**config.mk**
```make
export PLATFORM = sky130hd
export DESIGN_NAME = method_dispatch
export DESIGN_NICKNAME = d
export VERILOG_FILES = /design/src/rtl/mdisp_pkg.sv /design/src/rtl/mdisp_bind_table.sv /design/src/rtl/mdisp_decode.sv /design/src/rtl/mdisp_macro_collect.sv /design/src/rtl/method_dispatch.sv
export SDC_FILE = /design/constraint.sdc
export NUM_CORES = 1
export LEC_CHECK = 0
export BUFFER_PORTS_ARGS = -buffer_cell sky130_fd_sc_hd__buf_2
export CAP_MARGIN = 5
export CORE_MARGIN = 1
export CORE_UTILIZATION = 45
export CTS_CLUSTER_SIZE = 30
export DETAILED_ROUTE_END_ITERATION = 8
export GPL_TIMING_DRIVEN = 0
export PLACE_DENSITY = 0.7
export SYNTH_ARGS = -nofsm -noshare
export SYNTH_HDL_FRONTEND = slang
export SYNTH_SLANG_ARGS = --single-unit
export TNS_END_PERCENT = 30
```
**constraint.sdc**
```tcl
create_clock -name clk -period 3 [get_ports clk]
set_input_delay 0.3 -clock clk [delete_from_list [all_inputs] [get_ports clk]]
set_output_delay 0.3 -clock clk [all_outputs]
set_load 0.02 [all_outputs]
```
**src/rtl/mdisp_pkg.sv**
```systemverilog
package mdisp_pkg;

    // Classification of one incoming call.
    typedef enum logic [2:0] {
        ACT_IDLE    = 3'd0,
        ACT_BIND    = 3'd1,
        ACT_RSVD    = 3'd2,
        ACT_UNBOUND = 3'd3,
        ACT_FWD     = 3'd4,
        ACT_MACRO   = 3'd5
    } act_e;

    localparam int DEF_METH_W    = 13;
    localparam int DEF_DATA_W    = 32;
    localparam int DEF_CNT_W     = 13;
    localparam int DEF_ID_W      = 16;
    localparam int DEF_NUM_SUB   = 8;
    localparam int DEF_NUM_ENG   = 5;
    localparam int DEF_MAC_DEPTH = 16;

endpackage

```
**src/rtl/mdisp_bind_table.sv**
```systemverilog
module mdisp_bind_table #(
    parameter int          NUM_SUB    = 8,
    parameter int          ID_W       = 16,
    parameter logic [15:0] INVALID_ID = 16'h0000,
    localparam int         SUB_W      = $clog2(NUM_SUB)
) (
    input  logic             clk,
    input  logic             rst_n,
    input  logic             wr_en,
    input  logic [SUB_W-1:0] wr_sub,
    input  logic [ID_W-1:0]  wr_id,
    input  logic [SUB_W-1:0] rd_sub,
    output logic [ID_W-1:0]  rd_id
);

    typedef struct packed {
        logic [NUM_SUB-1:0][ID_W-1:0] ids;
    } tbl_t;

    tbl_t tbl_d, tbl_q;

    always_comb begin
        tbl_d = tbl_q;
        if (wr_en) begin
            tbl_d.ids[wr_sub] = wr_id;
        end
    end

    always_ff @(posedge clk) begin
        if (!rst_n) begin
            for (int i = 0; i < NUM_SUB; i++) begin
                tbl_q.ids[i] <= ID_W'(INVALID_ID);
            end
        end else begin
            tbl_q <= tbl_d;
        end
    end

    // Reads see the registered table; a write lands for the next call.
    assign rd_id = tbl_q.ids[rd_sub];

    // a write is visible in the entry one cycle later
    p_bind_write_r2: assert property (@(posedge clk) disable iff (!rst_n)
        wr_en |=> tbl_q.ids[$past(wr_sub)] == $past(wr_id));

    // entries other than the written one keep their value
    p_bind_other_r11: assert property (@(posedge clk) disable iff (!rst_n)
        (wr_en && rd_sub != wr_sub) |=> tbl_q.ids[$past(rd_sub)] == $past(rd_id));

endmodule

```
**src/rtl/mdisp_decode.sv**
```systemverilog
module mdisp_decode
    import mdisp_pkg::*;
#(
    parameter int                      METH_W     = 13,
    parameter int                      ID_W       = 16,
    parameter int                      NUM_ENG    = 5,
    parameter logic [NUM_ENG*ID_W-1:0] ENG_IDS    = {16'd5, 16'd4, 16'd3, 16'd2, 16'd1},
    parameter int                      RSV_LIMIT  = 'h40,
    parameter int                      MACRO_BASE = 'hE00,
    parameter int                      MACRO_PORT = 1
) (
    input  logic               call_valid,
    input  logic [METH_W-1:0]  call_method,
    input  logic [ID_W-1:0]    bound_id,
    output act_e               act,
    output logic [NUM_ENG-1:0] port_hit
);

    logic [NUM_ENG-1:0] id_match;

    for (genvar k = 0; k < NUM_ENG; k++) begin : g_match
        assign id_match[k] = (bound_id == ENG_IDS[k*ID_W +: ID_W]);
    end

    // Lowest matching port wins, so the strobe is one-hot even with
    // a duplicated identifier in the parameter list.
    assign port_hit = id_match & (~id_match + NUM_ENG'(1));

    always_comb begin
        if (!call_valid) begin
            act = ACT_IDLE;
        end else if (call_method == '0) begin
            act = ACT_BIND;
        end else if (call_method < METH_W'(RSV_LIMIT)) begin
            act = ACT_RSVD;
        end else if (id_match == '0) begin
            act = ACT_UNBOUND;
        end else if (port_hit[MACRO_PORT] && call_method >= METH_W'(MACRO_BASE)) begin
            act = ACT_MACRO;
        end else begin
            act = ACT_FWD;
        end
    end

endmodule

```
**src/rtl/mdisp_macro_collect.sv**
```systemverilog
module mdisp_macro_collect #(
    parameter int  DEPTH  = 16,
    parameter int  DATA_W = 32,
    parameter int  METH_W = 13,
    parameter int  CNT_W  = 13,
    localparam int LEN_W  = $clog2(DEPTH + 1),
    localparam int IDX_W  = $clog2(DEPTH)
) (
    input  logic                    clk,
    input  logic                    rst_n,
    input  logic                    in_valid,
    input  logic [METH_W-1:0]       in_method,
    input  logic [DATA_W-1:0]       in_arg,
    input  logic [CNT_W-1:0]        in_count,
    output logic                    mac_valid,
    output logic [METH_W-1:0]       mac_method,
    output logic [LEN_W-1:0]        mac_len,
    output logic [DEPTH*DATA_W-1:0] mac_params,
    output logic                    err_seq,
    output logic                    err_ovf
);

    typedef struct packed {
        logic                          active;
        logic                          done;
        logic [METH_W-1:0]             method;
        logic [LEN_W-1:0]              len;
        logic [DEPTH-1:0][DATA_W-1:0]  words;
        logic                          err_seq;
        logic                          err_ovf;
    } col_t;

    col_t col_d, col_q;
    logic closing;

    assign closing = (in_count <= CNT_W'(1));

    always_comb begin
        col_d      = col_q;
        col_d.done = 1'b0;
        if (in_valid) begin
            if (!col_q.active) begin
                if (in_method[0]) begin
                    col_d.err_seq = 1'b1;
                end else begin
                    col_d.method   = in_method;
                    col_d.words[0] = in_arg;
                    col_d.len      = LEN_W'(1);
                    col_d.done     = closing;
                    col_d.active   = !closing;
                end
            end else if (in_method != (col_q.method | METH_W'(1))) begin
                col_d.err_seq = 1'b1;
            end else begin
                if (col_q.len < LEN_W'(DEPTH)) begin
                    col_d.words[col_q.len[IDX_W-1:0]] = in_arg;
                    col_d.len = col_q.len + LEN_W'(1);
                end else begin
                    col_d.err_ovf = 1'b1;
                end
                col_d.done   = closing;
                col_d.active = !closing;
            end
        end
    end

    always_ff @(posedge clk) begin
        if (!rst_n) begin
            col_q <= '0;
        end else begin
            col_q <= col_d;
        end
    end

    assign mac_valid  = col_q.done;
    assign mac_method = col_q.method;
    assign mac_len    = col_q.len;
    assign mac_params = col_q.words;
    assign err_seq    = col_q.err_seq;
    assign err_ovf    = col_q.err_ovf;

    // a closed group reports between 1 and DEPTH words
    p_len_range_r9: assert property (@(posedge clk) disable iff (!rst_n)
        mac_valid |-> (mac_len >= LEN_W'(1) && mac_len <= LEN_W'(DEPTH)));

    // a closed group always opened on an even method
    p_even_open_r8: assert property (@(posedge clk) disable iff (!rst_n)
        mac_valid |-> !mac_method[0]);

    // sequence flag is sticky
    p_seq_sticky_r8: assert property (@(posedge clk) disable iff (!rst_n)
        err_seq |=> err_seq);

    // overflow flag is sticky and only rises with a full buffer
    p_ovf_sticky_r9: assert property (@(posedge clk) disable iff (!rst_n)
        err_ovf |=> err_ovf);
    p_ovf_full_r9: assert property (@(posedge clk) disable iff (!rst_n)
        $rose(err_ovf) |-> mac_len == LEN_W'(DEPTH));

endmodule

```
**src/rtl/method_dispatch.sv**
```systemverilog
module method_dispatch
    import mdisp_pkg::*;
#(
    parameter int                      METH_W     = DEF_METH_W,
    parameter int                      DATA_W     = DEF_DATA_W,
    parameter int                      CNT_W      = DEF_CNT_W,
    parameter int                      ID_W       = DEF_ID_W,
    parameter int                      NUM_SUB    = DEF_NUM_SUB,
    parameter int                      NUM_ENG    = DEF_NUM_ENG,
    parameter int                      MAC_DEPTH  = DEF_MAC_DEPTH,
    parameter logic [NUM_ENG*ID_W-1:0] ENG_IDS    = {16'd5, 16'd4, 16'd3, 16'd2, 16'd1},
    parameter int                      MACRO_PORT = 1,
    parameter int                      RSV_LIMIT  = 'h40,
    parameter int                      MACRO_BASE = 'hE00,
    localparam int                     SUB_W      = $clog2(NUM_SUB),
    localparam int                     LEN_W      = $clog2(MAC_DEPTH + 1)
) (
    input  logic                        clk,
    input  logic                        rst_n,
    input  logic                        call_valid,
    input  logic [METH_W-1:0]           call_method,
    input  logic [DATA_W-1:0]           call_arg,
    input  logic [SUB_W-1:0]            call_subch,
    input  logic [CNT_W-1:0]            call_count,
    output logic [NUM_ENG-1:0]          eng_valid,
    output logic [METH_W-1:0]           eng_method,
    output logic [DATA_W-1:0]           eng_arg,
    output logic [SUB_W-1:0]            eng_subch,
    output logic [CNT_W-1:0]            eng_count,
    output logic                        macro_valid,
    output logic [METH_W-1:0]           macro_method,
    output logic [LEN_W-1:0]            macro_len,
    output logic [MAC_DEPTH*DATA_W-1:0] macro_params,
    output logic                        err_unbound,
    output logic                        err_macro_seq,
    output logic                        err_macro_ovf
);

    typedef struct packed {
        logic [NUM_ENG-1:0] ev;
        logic [METH_W-1:0]  meth;
        logic [DATA_W-1:0]  arg;
        logic [SUB_W-1:0]   sub;
        logic [CNT_W-1:0]   cnt;
        logic               unbound;
    } fwd_t;

    fwd_t               fwd_d, fwd_q;
    logic [ID_W-1:0]    bound_id;
    act_e               act;
    logic [NUM_ENG-1:0] port_hit;

    mdisp_bind_table #(
        .NUM_SUB    (NUM_SUB),
        .ID_W       (ID_W),
        .INVALID_ID (16'h0000)
    ) u_table (
        .clk    (clk),
        .rst_n  (rst_n),
        .wr_en  (act == ACT_BIND),
        .wr_sub (call_subch),
        .wr_id  (call_arg[ID_W-1:0]),
        .rd_sub (call_subch),
        .rd_id  (bound_id)
    );

    mdisp_decode #(
        .METH_W     (METH_W),
        .ID_W       (ID_W),
        .NUM_ENG    (NUM_ENG),
        .ENG_IDS    (ENG_IDS),
        .RSV_LIMIT  (RSV_LIMIT),
        .MACRO_BASE (MACRO_BASE),
        .MACRO_PORT (MACRO_PORT)
    ) u_decode (
        .call_valid  (call_valid),
        .call_method (call_method),
        .bound_id    (bound_id),
        .act         (act),
        .port_hit    (port_hit)
    );

    mdisp_macro_collect #(
        .DEPTH  (MAC_DEPTH),
        .DATA_W (DATA_W),
        .METH_W (METH_W),
        .CNT_W  (CNT_W)
    ) u_macro (
        .clk        (clk),
        .rst_n      (rst_n),
        .in_valid   (act == ACT_MACRO),
        .in_method  (call_method),
        .in_arg     (call_arg),
        .in_count   (call_count),
        .mac_valid  (macro_valid),
        .mac_method (macro_method),
        .mac_len    (macro_len),
        .mac_params (macro_params),
        .err_seq    (err_macro_seq),
        .err_ovf    (err_macro_ovf)
    );

    always_comb begin
        fwd_d    = fwd_q;
        fwd_d.ev = '0;
        if (act == ACT_FWD) begin
            fwd_d.ev   = port_hit;
            fwd_d.meth = call_method;
            fwd_d.arg  = call_arg;
            fwd_d.sub  = call_subch;
            fwd_d.cnt  = call_count;
        end
        if (act == ACT_UNBOUND) begin
            fwd_d.unbound = 1'b1;
        end
    end

    always_ff @(posedge clk) begin
        if (!rst_n) begin
            fwd_q <= '0;
        end else begin
            fwd_q <= fwd_d;
        end
    end

    assign eng_valid   = fwd_q.ev;
    assign eng_method  = fwd_q.meth;
    assign eng_arg     = fwd_q.arg;
    assign eng_subch   = fwd_q.sub;
    assign eng_count   = fwd_q.cnt;
    assign err_unbound = fwd_q.unbound;

    // at most one engine strobe at a time
    p_onehot_r3: assert property (@(posedge clk) disable iff (!rst_n)
        $onehot0(eng_valid));

    // a forwarded call appears next cycle on the decoded port, unaltered
    p_fwd_data_r3: assert property (@(posedge clk) disable iff (!rst_n)
        (act == ACT_FWD) |=> (eng_valid == $past(port_hit)
                              && eng_arg == $past(call_arg)
                              && eng_method == $past(call_method)));

    // a bind produces no engine strobe and no macro output
    p_bind_silent_r2: assert property (@(posedge clk) disable iff (!rst_n)
        (call_valid && call_method == '0) |=> (eng_valid == '0 && !macro_valid));

    // reserved methods vanish
    p_reserved_r5: assert property (@(posedge clk) disable iff (!rst_n)
        (call_valid && call_method != '0 && call_method < METH_W'(RSV_LIMIT))
        |=> (eng_valid == '0 && !macro_valid));

    // unbound calls raise the flag, which then stays set
    p_unbound_set_r4: assert property (@(posedge clk) disable iff (!rst_n)
        (act == ACT_UNBOUND) |=> err_unbound);
    p_unbound_sticky_r4: assert property (@(posedge clk) disable iff (!rst_n)
        err_unbound |=> err_unbound);

    // captured macro words never reach the macro engine port
    p_macro_absorb_r6: assert property (@(posedge clk) disable iff (!rst_n)
        (act == ACT_MACRO) |=> !eng_valid[MACRO_PORT]);

endmodule

```
* Word level (Yosys, flattened, before mapping)
Cells that the tools add are included.
** Storage, ports and cells
- Register bits after elaboration :: 728
- Bits in latches :: 0
- Bits in writable memories :: 0
- ROM bits :: 0
- Input bits :: 64
- Output and inout bits :: 600
- Logic and storage cells :: 103
- Memories :: 0
** Cells by class
- Add/subtract/negate cells :: 2
- Multipliers :: 0
- Divide/modulo/power cells :: 0
- $lt $le $gt $ge :: 8
- Eq/ne operators :: 14
- Shifts and indexed selects :: 0
- Mux-type cells :: 23
- Bitwise operators :: 6
- Reductions and logical operators :: 14
** Operator list (count)
- 2-to-1 mux 517 bit :: 2
- bitwise mux 512 bit :: 1
- bitwise mux 128 bit :: 1
- demux 32 bit (select 4 bit) :: 1
- 2-to-1 mux 32 bit :: 2
- binary-select mux 16 bit (select 3 bit) :: 1
- demux 16 bit (select 3 bit) :: 1
- 2-to-1 mux 33 bit :: 1
- equality test 16 x 2 -> 1 bit, second input constant :: 2
- equality test 16 x 3 -> 1 bit, second input constant :: 2
- 2-to-1 mux 16 bit :: 2
- 2-to-1 mux 20 bit :: 1
- equality test 16 x 1 -> 1 bit, second input constant :: 1
- greater-or-equal comparator 13 x 12 -> 1 bit, second input constant :: 1
- <= comparator 13 x 1 -> 1 bit, second input constant :: 1
- zero test 13 bit :: 1
- less-than comparator 13 x 7 -> 1 bit, second input constant :: 1
- inequality test 13 bit :: 1
- 2-to-1 mux 3 bit :: 4
- AND reduction 4 bit :: 3
- adder 5 x 1 -> 5 bit, second input constant :: 2
- equality test 3 bit, second input constant :: 2
- inequality test 2 bit, second input constant :: 3
- AND reduction 3 bit :: 2
- other kinds (19) :: 28

* Logic depth before layout (Yosys ltp)
Gate-level depths: netlist (run 1).
- Depth after elaboration :: 14
- Gate-level depth with buffers :: 13
- Depth with buffers taken out :: 7

* By module
Synthesis (run 1) repeated with hierarchy kept, for this count alone.
** Second synthesis, totals
- Cell total of the unflattened synthesis :: 3343
- Area total of the unflattened synthesis :: 32630.0 um^2
** Modules (own cells, without submodules)
- mdisp_macro_collect :: instances 1, cells an instance 2385, area an instance 23638.9 um^2, seq. area each 10670.2 um^2
- mdisp_bind_table :: instances 1, cells an instance 647, area an instance 6099.6 um^2, seq. area each 2562.5 um^2
- method_dispatch :: instances 1, cells an instance 282, area an instance 2698.8 um^2, seq. area each 1341.3 um^2
- mdisp_decode :: instances 1, cells an instance 29, area an instance 192.7 um^2, seq. area each 0.0 um^2

* Worst setup path before layout (run 1)
No wires, ideal clock.
- Path type :: input to register
- Start point :: input call_subch[0]
- End point :: register u_macro.col_q, in the netlist u_macro.mac_method[10]
- Setup time :: 0.072 ns
- Data arrival time :: 2.446 ns
- Data required time :: 2.928 ns
- Slack :: 0.482 ns
- Stages :: 11
- Buffers on the path :: 4
- Cells stage by stage :: buf_2 mux2_1 o2bb2ai_1 a2111oi_0 and4_1 buf_2 buf_4 nand3_1 nor2_2 buf_6 mux2i_1
** On the way
- Word-level cells in the longest chain between the ends :: 14
- Elaborated cells between the ends (all ways) :: 19
- Those cells by class :: add/sub: 1; eq/ne: 6; mux: 7; bitwise: 2; reduce/logical: 3
** Ends and longest elaborated chain
- from (decl) :: RTL line method_dispatch.sv:23 : input logic [SUB_W-1:0] call_subch,
- binary-select mux 16 bit (select 3 bit) * :: RTL line mdisp_bind_table.sv:40 : assign rd_id = tbl_q.ids[rd_sub];
- 2-to-1 mux 16 bit (not written as such) * :: RTL line mdisp_bind_table.sv:40
- equality test 16 x 1 -> 1 bit or equality test 16 x 2 -> 1 bit (tied branches) :: RTL line mdisp_decode.sv:22 : assign id_match[k] = (bound_id == ENG_IDS[k*ID_W +: ID_W]);
- NOT 5 bit :: RTL line mdisp_decode.sv:27 : assign port_hit = id_match & (~id_match + NUM_ENG'(1));
- adder 5 x 1 -> 5 bit :: RTL line mdisp_decode.sv:27
- AND 5 bit :: RTL line mdisp_decode.sv:27
- logical AND 1 bit :: RTL line mdisp_decode.sv:38 : end else if (port_hit[MACRO_PORT] && call_method >= METH_W'(MACRO_BASE)) begin
- 2-to-1 mux 1 bit :: RTL line mdisp_decode.sv:38
- 2-to-1 mux 3 bit * :: RTL line mdisp_decode.sv:36 : end else if (id_match == '0) begin
- 2-to-1 mux 3 bit * :: RTL line mdisp_decode.sv:34 : end else if (call_method < METH_W'(RSV_LIMIT)) begin
- 2-to-1 mux 3 bit * :: RTL line mdisp_decode.sv:32 : end else if (call_method == '0) begin
- 2-to-1 mux 3 bit * :: RTL line mdisp_decode.sv:30 : if (!call_valid) begin
- equality test 3 bit * :: RTL line method_dispatch.sv:91 : .in_valid (act == ACT_MACRO),
- AND reduction 3 bit (no line) *
- to (signal assigned) :: RTL line mdisp_macro_collect.sv:71 : col_q <= col_d;
- to (decl) :: RTL line mdisp_macro_collect.sv:33 : col_t col_d, col_q;
Every way passes the cells marked *; elsewhere a longest branch is shown, timed or not. The select of a mux whose other input is x is not followed.
A chain may end at the register's enable or synchronous reset.

* Worst setup path after layout (run 1)
- Start point :: input call_method[8]
- End point :: register u_table.tbl_q[8] (netlist name)
** On the way
- Word-level cells in the longest chain between the ends :: 8
- Elaborated cells between the ends (all ways) :: 10
- Those cells by class :: order compare: 2; eq/ne: 1; mux: 5; reduce/logical: 2
** Ends and longest elaborated chain
- from (decl) :: RTL line method_dispatch.sv:21 : input logic [METH_W-1:0] call_method,
- greater-or-equal comparator 13 x 12 -> 1 bit :: RTL line mdisp_decode.sv:38
- logical AND 1 bit :: RTL line mdisp_decode.sv:38
- 2-to-1 mux 1 bit :: RTL line mdisp_decode.sv:38
- 2-to-1 mux 3 bit :: RTL line mdisp_decode.sv:36
- 2-to-1 mux 3 bit :: RTL line mdisp_decode.sv:34
- 2-to-1 mux 3 bit * :: RTL line mdisp_decode.sv:32
- 2-to-1 mux 3 bit * :: RTL line mdisp_decode.sv:30
- equality test 3 x 1 -> 1 bit * :: RTL line method_dispatch.sv:60 : .wr_en (act == ACT_BIND),
- to (signal assigned) :: RTL line mdisp_bind_table.sv:35 : tbl_q <= tbl_d;
- to (decl) :: RTL line mdisp_bind_table.sv:20 : tbl_t tbl_d, tbl_q;
Every way passes the cells marked *; elsewhere a longest branch is shown, timed or not.

==> run_results.csv, run 1 <==
group,metric,value,unit
synth,ys_ff_latch,728,
routing,ant_nets,0,
pwr,p_sw,4.907,mW
synth,ys.flop_type,"dfxtp_1",
sta,setup_viol,0,
global_routing,grt_usage,32.93,%
sta,rsz0062_at_grt,"true",
setup_path,r2r_start,"u_table.tbl_q[84]",
pwr,p_sw_share,24.17,%
status,status,"completed",
sta,setup_ws,0.02653,ns
floorplan,dieArea,70850,sq um
synth,yosys_warnings,0,
sta,slew_headroom,19.35,%
setup_path,cp-start-kind,"input port",
synth,yosys.area.top_type,"dfxtp_1",
sta,timing.final.crit_period,2.973,ns
synth,ys_seq_area_share,46.41,%
setup_path,required,3.50,ns
hold_path,min_path_cells,3,
hold_path,min_from,"call_method[10]",
routing,drtIter0Drc,2625,
setup_path,path_class,"in2reg",
synth,synth.area.top_cells,"dfxtp_1 46%, buf_4 14%, nand2_1 14%, a21oi_1 8.0%, mux2i_1 3.5%",
floorplan,die_w,266.2,um
global_routing,gr-total-overflow,0,
clock_tree,cts_buffers,77,
flow_run,drv_cap,0,
clock_tree,cts_root_buffer,"clkbuf_16",
floorplan,core,68830,sq um
pwr,powerDensity,517.8,nW/um^2
layout,finish.utilization,56.97,%
layout,nets,4719,
setup_path,r2r_end,"eng_valid[0]",
floorplan,start_util,45.63,%
synth,synth_top_area_share,46.41,%
placed_design,dp_hpwl,88480,um
floorplan,ios,664,
clock_tree,tritoncts,"done",
sta,max_clock_freq,336.3,MHz
hold_path,min_path_type,"in2reg",
routing,viasPerCell,5.173,
placed_design,globalplace.congestion,0.9318,
clock_tree,clk_pin_slew,0.06,ns
setup_path,end_kind,"register",
pwr,p_clk_share,47.7,%
setup_path,arrival,3.47,ns
pwr,power.leakage,17.16,nW
layout,drive_gt1_share,32.21,%
setup_path,reg2reg_slack,0.06,ns
synth,synth_cell_types,62,
global_routing,grt_pass1_wl,172300,um
global_routing,grt_pass1_vias,26910,
floorplan,die_h,266.2,um
sta,hold_viol_final,0,
synth,netlist_instances,3902,
placed_design,io_buffers,629,
sta,finalCritPeriodShare,99.12,%
pwr,power_frac_comb,4.7,%
synth,syn-cell-area,31400,sq um
sta,tightest_slew,1.210,ns
floorplan,rows,96,
clock_tree,ctsLongestPathBuffers,3,
routing,wire_per_inst,21.58,um
synth,syn_nets,3970,
pwr,p_seq_share,47.6,%
layout,fillers,6363,
setup_path,critPathMaxFanout,10,
setup_path,r2r_cells,9,
layout,design_area,39210,sq um
synth,synth_area_per_cell,8.048,sq um
placed_design,dpl_worst_slack,-1.011,ns
global_routing,grt_max_degree,15,
clock_tree,cts_sinks,728,
pwr,p_int,15.40,mW
hold_path,worstHoldEndpoint,"eng_method[10]",
routing,first_pass_iters,6,
clock_tree,cts_max_level,3,
clock_tree,worstSkewPairLatency,0.64,ns
routing,vias,29150,
sta,drv_slew,0,
synth,synth_edf_count,0,
pwr,peakVddDrop,0.3906,mV
setup_path,crit_start,"call_method[8]",
routing,drc,0,
routing,wirelength,121600,um
synth,async_reset_ff_share,0,%
layout,syn_to_final_growth,24.85,%
global_routing,antenna_found_initial,3,
sta,clock_skew,0.02928,ns
placed_design,place_area,35720,sq um
## registers in the layout (all words and copies together), names as in the netlist
name                flops
u_macro.err_seq         1
eng_valid               5
u_macro.mac_valid       1
eng_subch               3
u_macro.mac_len         5
eng_method             13
u_table.tbl_q         128
u_macro.col_q           1
eng_arg                32
err_unbound             1
u_macro.mac_params    512
u_macro.mac_method     12
u_macro.err_ovf         1
eng_count              13
## critical path, cell delays in order
cell and delay, ns:
dlygate4sd3_1 0.54, buf_2 0.17, nor4_1 0.45, nand4_1 0.35, nand2b_1 0.36, nor3_2 0.58, buf_2 0.42, mux2i_1 0.24
nor2_1 0.06
## how the worst max path moves through the flow
stage	end	cells after the start	slack, ns
finish	u_table.tbl_q[8]	9	0.03
global route	u_table.tbl_q[43]	10	-0.11
CTS	u_macro.mac_params[334]	11	-0.06
floorplan	u_macro.mac_method[10]	11	0.48
global placement	u_macro.mac_params[16]	11	-1.04
detailed placement	u_macro.mac_params[15]	11	-1.01
## Yosys cell counts (4+ instances only)
master and count:
nand2_1 1140, dfxtp_1 728, buf_4 576, a21oi_1 505
clkbuf_1 182, nand3_1 152, mux2i_1 110, nor2_1 84
buf_2 80, o21ai_0 56, o21ai_1 41, nor2b_1 39
nor4_1 22, and3_1 16, buf_6 16, a21boi_0 15
nor3_1 13, xnor2_1 12, inv_1 10, nor4_2 10
buf_1 7, mux4_2 7, clkbuf_2 6, nor4b_1 6
or3_1 6, ha_1 4, nand4_1 4, o21a_1 4
or4_1 4
## power by group through the flow
stage	clock (mW)	combinational [mW]	sequential (mW)
2_1_floorplan	0	0.408	9.88
3_5_place_dp	0	0.834	9.88
3_3_place_gp	0	0.835	9.88
6_report	9.69	0.946	9.67
5_1_grt	10.1	0.972	9.66
4_1_cts	9.71	0.898	9.67
## cell families (layout without fill, tap and decap cells)
family	Yosys count	count (layout)	synth area share, %
buffers and inverters	878	1679	18.10
and+or+nand+nor	1514	1514	20.13
muxes	122	122	4.231
xor gates and xnor gates	12	12	0.3347
adders and majority gates	4	4	0.1594
other	1	3	0.01194
AOI/OAI and AO/OA	643	643	10.62
DFF	728	728	46.41
## cell usage in the layout, fill, tap and decap left out, drive strengths merged, types with 2 or more instances in the layout
cell type    Yosys  layout
buf            679    1300
nand2         1140    1140
dfxtp          728     728
a21oi          506     506
clkbuf         188     306
nand3          152     152
mux2i          112     112
o21ai           97      97
nor2            85      85
nor2b           39      39
dlygate4sd3      0      38
nor4            32      32
and3            16      16
a21boi          15      15
nor3            15      15
inv             11      15
clkinv           0      13
xnor2           12      12
mux4             7       7
or3              6       6
nor4b            6       6
nand4            5       5
o21a             4       4
ha               4       4
clkinvlp         0       4
or4              4       4
a211oi           3       3
bufinv           0       3
nor3b            3       3
mux2             3       3
diode            0       2
nand2b           2       2
a221oi           2       2
o31ai            2       2
and4b            2       2
or2              2       2
o211ai           2       2
a31oi            2       2
o32ai            2       2
## cell type report
class	instances	area (sq um)	share of cell area, %
multi-input combinational	2296	11530	29.42
buffer	867	5791	14.77
antenna	2	5.005	0.01276
sequential	728	14570	37.17
tap	931	1165	2.971
timing repair buffer	670	3563	9.088
inverter	11	41.29	0.1053
clock inverter	24	285.3	0.7276
clock buffer	107	2251	5.741
## through the flow
step                      hold slack, ns  std cells  power [mW]  setup TNS [ns]
after floorplan                   0.4304       3902       10.29               0
after global placement            0.4374       5462       10.72         -423.69
after detailed placement          0.4415       5462       10.72         -427.37
after CTS                      0.0001658       5632       20.28          -2.870
after global routing             0.01124       5635       20.74          -2.397
final                            0.02683       5636       20.30               0
## routing by layer
layer	wire, um	global-route usage, %	vias to the layer above
met2	55900	53.06	1373
li1	-	-	13590
met4	6335	16.96	4
met5	27	0	-
met3	10570	7.800	309
met1	48780	40.91	13880
## timing repair
action / CTS / global route
buffers inserted: 2 / 1
pin swaps: 1 / 8
hold endpoints to repair: 54 / 1
gates resized for setup: 53 / 89
setup endpoints to repair: 546 / 591
hold buffers: 37 / 1
Power figures use the tool's default switching activity.
==> inputs of run 2 (changes only) <==
- PLACE_DENSITY: 0.7 -> 0.72
- clock period: 3 -> 2.68 ns (I/O delays scaled with it)
==> run 2 against run 1 <==
  * Critical path depth grew 1
  * Clock power up 18%
  * Global-route usage grew 0.48 points
  * Cell count is 1.1% higher
  * Sequential share of layout area is 1.9 points lower
  * Via count is 2.7% higher
  * Clock skew grew 0.0025 ns
  * Critical path type is now reg2reg
  * The run now ends with setup timing left
  * Non-clock buffer count is 53 higher
  * First-iteration DRC count down 8.1%
  * Largest power group unchanged
  * Sequential power grew 12%
  * Die area stayed put
  * Worst hold slack improved by 0.019 ns
==> run_results.csv, run 2 (synthesized netlist as in run 1, its figures left out) <==
group,metric,value,unit
status,status,"finished, violations left",
status,violations,"setup timing",
floorplan,rows,96,
layout,nets,4771,
setup_path,cp-start-kind,"register",
sta,tightest_slew,1.366,ns
routing,first_pass_iters,9,
layout,syn_to_final_growth,31.52,%
sta,max_clock_freq,357.1,MHz
sta,timing.final.crit_period,2.801,ns
floorplan,core,68830,sq um
setup_path,path_cells,"mux4_2, mux2i_4, nand4_4, clkbuf_16, nor4_4, buf_4, nand3_4, clkbuf_16, nand2_1, a21oi_1",
global_routing,busiest_layer,"met2",
setup_path,crit_start,"u_table.tbl_q[112]",
placed_design,dp_hpwl,87470,um
setup_path,timing.critical_path.mode_cell,"clkbuf_16",
clock_tree,tritoncts,"done",
floorplan,start_util,45.63,%
setup_path,end_kind,"register",
setup_path,arrival,3.29,ns
hold_path,min_from,"call_arg[0]",
floorplan,ios,664,
setup_path,critPathMaxFanout,7,
global_routing,grt_pass1_vias,27530,
routing,drtIter0Drc,2413,
sta,finalCritPeriodShare,104.5,%
sta,setup_ws,-0.1205,ns
routing,vias,29950,
layout,drive_gt1_share,36.07,%
setup_path,path_class,"reg2reg",
clock_tree,cts_sinks,728,
setup_path,r2r_end,"u_macro.mac_params[396]",
global_routing,use_met1,41.15,%
routing,drc,0,
global_routing,grt_max_degree,15,
hold_path,min_path_cells,3,
clock_tree,ctsLongestPathBuffers,3,
layout,largest_reg_flops,512,
floorplan,dieArea,70850,sq um
setup_path,crit_slowest_cell,"mux4_2",
sta,slew_headroom,8.962,%
global_routing,grt_pass1_wl,175800,um
global_routing,gr-total-overflow,0,
global_routing,use_met3,7.477,%
floorplan,die_h,266.2,um
clock_tree,cts_buffers,76,
placed_design,io_buffers,629,
setup_path,reg2reg_slack,-0.12,ns
sta,rsz0062_at_grt,"true",
setup_path,cp_top_family,"simple AND/OR/NAND/NOR gates",
setup_path,r2r_cells,10,
placed_design,place_area,35720,sq um
routing,wirelength,125400,um
layout,design_area,41300,sq um
hold_path,worstHoldEndpoint,"u_macro.mac_params[0]",
routing,ant_nets,0,
pwr,peakVddDrop,0.4985,mV
global_routing,met2_usage,55.22,%
layout,mostFrequentLayoutCell,"nand2_1",
routing,wire_per_inst,22.02,um
clock_tree,clk_pin_slew,0.06,ns
global_routing,grt_usage,33.41,%
pwr,power.leakage,17.99,nW
hold_path,min_path_type,"in2reg",
sta,drv_slew,0,
setup_path,required,3.16,ns
sta,clock_skew,0.03180,ns
clock_tree,cts_root_buffer,"clkbuf_16",
sta,tns,-7.907,ns
pwr,powerDensity,566.5,nW/um^2
global_routing,antenna_found_initial,4,
clock_tree,worstSkewPairLatency,0.64,ns
setup_path,max_stage_delay,0.51,ns
flow_run,drv_cap,0,
sta,hold_viol_final,0,
sta,setup_viol,222,
floorplan,die_w,266.2,um
routing,viasPerCell,5.259,
setup_path,cp_num_buf_inv,3,
clock_tree,cts_max_level,3,
layout,layout_common_cells,"1110 x nand2_1, 720 x dfxtp_1, 652 x buf_2",
setup_path,r2r_start,"u_table.tbl_q[112]",
placed_design,globalplace.congestion,0.9425,
run 2: what timing repair did:
item,4_1_cts,5_1_grt
resized for setup,233,274
endpoints found under the hold margin,81,0
gates cloned,4,14
buffers inserted,23,16
hold buffers,41,0
endpoints found under the setup margin,593,578
pin swaps,28,160
run 2: tightest hold or removal path, cell delays in order:
cell      delay (ns)
clkbuf_2        0.20
nand2_1         0.10
o21ai_0         0.06
run 2: final cells by class:
| class | count | area (sq um) |
|---|---|---|
| inverters | 11 | 41.29 |
| plain buffers | 863 | 6362 |
| flip-flops and latches | 728 | 14580 |
| clock buffers | 108 | 2213 |
| diodes | 2 | 5.005 |
| multi-input cells | 2296 | 12170 |
| fillers | 6096 | 27520 |
| clock inverters | 30 | 461.7 |
| well taps | 931 | 1165 |
| repair buffers | 727 | 4297 |
run 2: worst max path at each step:
stage,to,slack [ns],cells after the start
floorplan,u_macro.mac_method[10],0.19,11
global placement,u_macro.mac_params[27],-1.30,12
finish,u_macro.mac_params[396],-0.12,10
detailed placement,u_macro.mac_params[372],-1.35,14
CTS,u_macro.mac_params[293],-0.10,10
global route,u_macro.mac_params[396],-0.17,10
run 2: through the flow:
stage	std cells	setup WS (ns)	hold slack (ns)	util [%]	power, mW
floorplan	3902	0.1940	0.3984	-	11.52
global placement	5462	-1.302	0.4346	51.89	12.00
detailed placement	5462	-1.352	0.4405	51.89	12.00
CTS	5668	-0.1006	0.01234	58.24	23.33
global route	5696	-0.1741	0.02217	60.01	23.88
finish	5696	-0.1205	0.04579	60.01	23.40
run 2: where the power goes:
group          switching (mW)  internal (mW)  total, mW
Combinational           0.873          0.283       1.16
Clock                    4.74           6.69       11.4
Sequential           0.000728           10.8       10.8
run 2: routing by layer:
| layer | vias up | part of all wire, % |
|---|---|---|
| li1 | 13730 | - |
| met2 | 1568 | 47 |
| met1 | 14310 | 39 |
| met4 | 2 | 5.2 |
| met3 | 349 | 8.9 |
| met5 | - | 0.010 |
